===== src/rtl/stack_seq.sv =====
module stack_seq #(
  parameter int DW = 8,
  parameter logic [2*DW-1:0] SP_RESET = 16'hFF00
) (
  input  logic            clk,
  input  logic            rst_n,
  input  logic            req_valid,
  input  logic [3:0]      req_op,
  input  logic [2*DW-1:0] pc_in,
  input  logic [DW-1:0]   psw_in,
  input  logic [2*DW-1:0] pair_in,
  input  logic            insn_step,
  input  logic [DW-1:0]   mem_rdata,
  output logic [2*DW-1:0] mem_addr,
  output logic [DW-1:0]   mem_wdata,
  output logic            mem_we,
  output logic            mem_re,
  output logic [2*DW-1:0] sp_out,
  output logic [2*DW-1:0] ret_word,
  output logic [DW-1:0]   psw_out,
  output logic            done,
  output logic            busy,
  output logic            nmi_active,
  output logic            int_inhibit
);
  localparam int AW = 2 * DW;
  localparam logic [3:0] OP_CALL = 4'd0, OP_CALLT = 4'd1, OP_INT = 4'd2, OP_NMI = 4'd3,
                         OP_RET = 4'd4, OP_RETI = 4'd5, OP_PUSHW = 4'd6, OP_POPW = 4'd7,
                         OP_PUSHF = 4'd8, OP_POPF = 4'd9, OP_SPLD = 4'd10, OP_GUARD = 4'd11;

  logic [AW-1:0] sp_q;
  logic [3:0]    op_q;
  logic [1:0]    step_q, len_q;
  logic          wr_q;
  logic [DW-1:0] fr_q [4];

  logic [1:0]    n_len;
  logic          n_wr, n_ok;
  logic [AW-1:0] call_pc;
  logic [DW-1:0] nf [4];
  logic          accept, last;

  always_comb begin
    n_len = 2'd0;
    n_wr = 1'b0;
    n_ok = 1'b1;
    call_pc = pc_in + ((req_op == OP_CALL) ? AW'(3) : AW'(1));
    for (int i = 0; i < 4; i++) nf[i] = '0;
    case (req_op)
      OP_CALL, OP_CALLT: begin
        n_len = 2'd2; n_wr = 1'b1;
        nf[0] = call_pc[AW-1:DW]; nf[1] = call_pc[DW-1:0];
      end
      OP_INT, OP_NMI: begin
        n_len = 2'd3; n_wr = 1'b1;
        nf[0] = psw_in; nf[1] = pc_in[AW-1:DW]; nf[2] = pc_in[DW-1:0];
      end
      OP_PUSHW: begin
        n_len = 2'd2; n_wr = 1'b1;
        nf[0] = pair_in[AW-1:DW]; nf[1] = pair_in[DW-1:0];
      end
      OP_PUSHF: begin
        n_len = 2'd1; n_wr = 1'b1; nf[0] = psw_in;
      end
      OP_RET, OP_POPW: n_len = 2'd2;
      OP_RETI:         n_len = 2'd3;
      OP_POPF:         n_len = 2'd1;
      OP_SPLD, OP_GUARD: n_len = 2'd0;
      default: n_ok = 1'b0;
    endcase
  end

  assign accept = req_valid && !busy && n_ok;
  assign last   = busy && (step_q == len_q - 2'd1);

  always_ff @(posedge clk) begin
    if (!rst_n) begin
      sp_q <= SP_RESET;
      op_q <= '0;
      step_q <= '0;
      len_q <= '0;
      wr_q <= 1'b0;
      for (int i = 0; i < 4; i++) fr_q[i] <= '0;
      ret_word <= '0;
      psw_out <= '0;
      done <= 1'b0;
      busy <= 1'b0;
      nmi_active <= 1'b0;
      int_inhibit <= 1'b0;
    end else begin
      done <= 1'b0;
      if (accept) begin
        op_q <= req_op;
        len_q <= n_len;
        wr_q <= n_wr;
        step_q <= '0;
        for (int i = 0; i < 4; i++) fr_q[i] <= nf[i];
        if (req_op == OP_NMI) nmi_active <= 1'b1;
        if (n_len == 2'd0) begin
          done <= 1'b1;
          int_inhibit <= (req_op == OP_GUARD);
          if (req_op == OP_SPLD) sp_q <= pair_in;
        end else begin
          busy <= 1'b1;
        end
      end else if (busy) begin
        step_q <= step_q + 2'd1;
        if (!wr_q) begin
          if (op_q == OP_POPF) psw_out <= mem_rdata;
          else if (step_q == 2'd0) ret_word[DW-1:0] <= mem_rdata;
          else if (step_q == 2'd1) ret_word[AW-1:DW] <= mem_rdata;
          else psw_out <= mem_rdata;
        end
        if (last) begin
          busy <= 1'b0;
          done <= 1'b1;
          sp_q <= wr_q ? sp_q - AW'(len_q) : sp_q + AW'(len_q);
          int_inhibit <= (op_q == OP_RETI) || (op_q == OP_POPF);
          if (op_q == OP_RETI) nmi_active <= 1'b0;
        end
      end else if (insn_step) begin
        int_inhibit <= 1'b0;
      end
    end
  end

  assign mem_we    = busy && wr_q;
  assign mem_re    = busy && !wr_q;
  assign mem_addr  = wr_q ? sp_q - AW'(step_q) - AW'(1) : sp_q + AW'(step_q);
  assign mem_wdata = fr_q[step_q];
  assign sp_out    = sp_q;

  p_excl_strobe_r7: assert property (@(posedge clk) disable iff (!rst_n)
    !(mem_we && mem_re));
  p_done_idle_r7: assert property (@(posedge clk) disable iff (!rst_n)
    done |-> !busy);
  p_sp_still_r7: assert property (@(posedge clk) disable iff (!rst_n)
    (busy && $past(busy)) |-> $stable(sp_out));
  p_wr_down_r2: assert property (@(posedge clk) disable iff (!rst_n)
    (mem_we && $past(mem_we)) |-> (mem_addr == $past(mem_addr) - AW'(1)));
  p_rd_up_r4: assert property (@(posedge clk) disable iff (!rst_n)
    (mem_re && $past(mem_re)) |-> (mem_addr == $past(mem_addr) + AW'(1)));
  p_nmi_clear_r11: assert property (@(posedge clk) disable iff (!rst_n)
    $fell(nmi_active) |-> (done && op_q == OP_RETI));
  p_inhibit_rise_r10: assert property (@(posedge clk) disable iff (!rst_n)
    $rose(int_inhibit) |-> done);
endmodule


===== config.mk =====
export PLATFORM = sky130hd
export DESIGN_NAME = stack_seq
export DESIGN_NICKNAME = d
export VERILOG_FILES = /design/src/rtl/stack_seq.sv
export SDC_FILE = /design/constraint.sdc
export NUM_CORES = 1
export LEC_CHECK = 0
export ABC_AREA = 1
export ABC_CLOCK_PERIOD_IN_PS = 5400
export BUFFER_PORTS_ARGS = -buffer_cell sky130_fd_sc_hd__buf_2
export CORE_MARGIN = 4
export CORE_UTILIZATION = 31
export DETAILED_ROUTE_END_ITERATION = 16
export PLACE_DENSITY = 0.59
export SETUP_SLACK_MARGIN = 0.3
export SLEW_MARGIN = 20
export SYNTH_ARGS = -nofsm -noshare
export SYNTH_HDL_FRONTEND = slang
export SYNTH_SLANG_ARGS = --single-unit

===== constraint.sdc =====
create_clock -name clk -period 5.4 [get_ports clk]
set_input_delay 1.08 -clock clk [delete_from_list [all_inputs] [get_ports clk]]
set_output_delay 1.08 -clock clk [all_outputs]
set_load 0.005 [all_outputs]

==> impl_metrics.csv <==
group,metric,value,unit
cts,path_clk_slew,60,ps
synth,syn_area_per_cell,6.691,um2
synth,synth_seq_cells,79,
placement,hpwl,14070,um
placement,gp_congestion,0.9094,
placement,post-place-ws,2262,ps
sta,rsz0062_at_grt,"no",
sta,final-hold-violation-count,0,
sta,fmax,283.7,MHz
layout,diodes,0,
power,powerDensity,280.2,nW/um2
grt,grt_use_total,0.1748,
die,core-area,18020,um2
routing,drc,0,
routing,top_layer,"met5",
run_status,status,"finished, final reports clean",
cts,cts_resized,0,
layout,nNetsFinal,1052,
routing,vias,5851,
synth,synth_top_area_cell,"dfxtp_1",
routing,m1WireLength,8179,um
cts,clkLatencyLatePin,350,ps
sta,fin_ws,1875,ps
sta,min_period,3525,ps
die,die_area,20670,um2
die,dieHeight,143.8,um
cts,cts_made_buffers,9,
sta,finalSetupTns,0,ps
worst_setup_path,crit_fanout,5,
cts,ctsHoldBuffers,0,
sta,report.final.slew_viol_count,0,
sta,worst_pin_slew,829.7,ps
worst_setup_path,start_kind,"flip-flop",
routing,post_drt_via_cell_ratio,4.872,
synth,synth_area_leaders,"dfxtp_1 19%, nand2_1 14%, edfxtp_1 13%, inv_1 7.7%, nor2_1 6.4%",
synth,synth_fp_nets,939,
synth,ys_types,43,
synth,yosys_warnings,0,
die,start_util,0.3170,
worst_setup_path,path_class,"reg -> out",
layout,layout-drive-gt1-share,0.1811,
sta,fin_skew,3.510,ps
routing,wl_met3,1092,um
layout,ff_latch_area,1822,um2
routing,wl,17940,um
sta,finalCritPeriodShare,0.6529,
grt,grt_pass1_vias,5520,
synth,synth_seq_area_share,0.3188,
cts,post-cts-setup-buffers,0,
layout,nFillCells,1993,
flow_run,maxCapViolCount,0,
synth,syn_area,5714,um2
routing,drtIter0Drc,321,
synth,synthCells,854,
routing,drtPass1Iterations,5,
power,ir_worst_vdd,196.1,uV
grt,grt_max_degree,34,
die,row_count,49,
layout,syn2layout_area_growth,18.68,%
grt,grt_pass1_wl,28570,um
grt,grt-ovfl-total,0,
sta,setup_viol,0,
cts,clock_path_buffers,2,
die,dieWidth,143.8,um
placement,port_buffers,125,
power,power.leakage,3.262,nW
cts,clkSinkCount,79,
grt,antenna_found_initial,1,
worst_setup_path,r2r_slack,2480,ps
worst_setup_path,cp.required,4320,ps
synth,yosys.area.top_type_share,0.1927,
cts,cts_tree,"yes",
routing,route.met2.wl,8382,um
worst_setup_path,crit_path_end_kind,"primary output",
cts,htree_num_levels,3,
sta,slew-limit-headroom,0.4461,
routing,wire_per_inst,14.94,um
die,io_pins,126,
worst_hold_path,hold_class,"reg -> reg",
routing,drtAntennaViolNets,0,
layout,multi_input_area,3274,um2
worst_setup_path,cp.arrival,2450,ps
cts,cts-root-buf,"clkbuf_16",
## critical path, stage by stage (launching register included)
cell     delay (ps)
dfxtp_1         390
inv_1           110
ha_1            220
fa_1            380
nor2_1          140
nand2_1         120
nor2_1          190
a21oi_1          90
a21oi_1         180
xor2_1          150
buf_2           130
## report_power, final
part | switching [mW] | internal (mW)
sequential | 0.0551 | 0.654
clock | 0.257 | 0.341
combinational | 0.375 | 0.218
## registers in the layout (all words and copies together), names as in the netlist, named ones only
| name | cells |
|---|---|
| fr_q | 24 |
| ret_word | 16 |
| sp_out | 16 |
| psw_out | 8 |
| op_q | 4 |
| len_q | 2 |
| step_q | 2 |
| busy | 1 |
| done | 1 |
| int_inhibit | 1 |
| nmi_active | 1 |
| wr_q | 1 |
## cells in the final DEF, fill, tap and decap left out, types with 2 or more instances in the layout
master | netlist | routed
nor2_1 | 98 | 98
nor3_1 | 10 | 10
nand2_4 | 2 | 2
nand3b_1 | 2 | 2
o211ai_1 | 3 | 3
o21ai_0 | 49 | 49
xor2_1 | 15 | 15
clkinv_2 | 0 | 2
edfxtp_1 | 24 | 24
o22ai_1 | 2 | 2
xnor2_1 | 3 | 3
ha_1 | 25 | 25
nor3_2 | 2 | 2
o21ai_1 | 4 | 4
dfxtp_1 | 55 | 55
nand3_1 | 72 | 72
clkbuf_1 | 6 | 2
buf_2 | 11 | 125
nand2_2 | 4 | 4
a31oi_1 | 5 | 5
inv_2 | 7 | 7
nand4_1 | 12 | 12
nand2_1 | 212 | 212
nand3_2 | 4 | 4
clkbuf_16 | 0 | 10
fa_1 | 4 | 4
nor2_8 | 2 | 2
a22oi_1 | 8 | 8
or2_2 | 3 | 3
inv_1 | 117 | 117
o21ai_2 | 2 | 2
o31ai_1 | 10 | 10
o21bai_1 | 4 | 4
nor2_2 | 5 | 5
a21oi_1 | 57 | 57
a21oi_2 | 2 | 2
## cell families (layout without fill, tap and decap cells)
kind of cell / after synthesis / after routing / synth area share
and+or+nand+nor: 430 / 430 / 0.3306
AOI/OAI and AO/OA: 148 / 148 / 0.1460
xor gates and xnor gates: 18 / 18 / 0.02759
adders and majority gates: 29 / 29 / 0.06875
DFF: 79 / 79 / 0.3188
buffers and inverters: 150 / 268 / 0.1082
## layout make-up
type,count,share of cell area
multi-input cells,625,0.4828
flip-flops and latches,79,0.2686
repair buffers,126,0.09336
inverters,126,0.07085
well taps,229,0.04225
clock buffers,12,0.03801
clock inverters,4,0.004059
## final timing paths
check                                              start                  endpoint  cells past startpoint
worst max-delay path              step_q[0]$_SDFFE_PP0P_              mem_addr[10]                     10
worst min-delay path            ret_word[8]$_SDFFE_PN0P_  ret_word[8]$_SDFFE_PN0P_                      2
worst max register to register         wr_q$_SDFFE_PN0P_   sp_out[15]$_SDFFE_PN1P_                     15
worst min register to register  ret_word[8]$_SDFFE_PN0P_  ret_word[8]$_SDFFE_PN0P_                      2
## metrics by stage
step	power (mW)	hold slack (ps)	instance area (um2)	util	instances
floorplan	1.117	439.6	5714	-	854
global placement	1.311	430.6	6496	0.3604	1185
detailed placement	1.317	433.5	6496	0.3604	1185
CTS	1.918	443.1	6782	0.3762	1201
global route	2.043	459.3	6782	0.3762	1201
finish	1.900	441.6	6782	0.3762	1201
## metal layers
layer  up-vias  track usage
li1       3009            -
met1      2644       0.2298
met2       178       0.2872
met3        18      0.04559
met4         2      0.04311
met5         -            0
## synth_stat cells (all sizes together)
| cell | instances |
|---|---|
| ha | 25 |
| o221ai | 1 |
| a31oi | 5 |
| edfxtp | 24 |
| nor2 | 106 |
| buf | 18 |
| nand3b | 2 |
| o211ai | 3 |
| nand4 | 12 |
| nor3 | 13 |
| xor2 | 15 |
| or2 | 3 |
| a221oi | 1 |
| nand3 | 76 |
| xnor2 | 3 |
| a21oi | 59 |
| o22ai | 2 |
| o21ai | 55 |
| clkinv | 1 |
| fa | 4 |
| inv | 125 |
| o21bai | 4 |
| nand2 | 218 |
| a22oi | 8 |
| clkbuf | 6 |
| dfxtp | 55 |
| o31ai | 10 |
No activity file was read; power rests on OpenSTA's default activity.
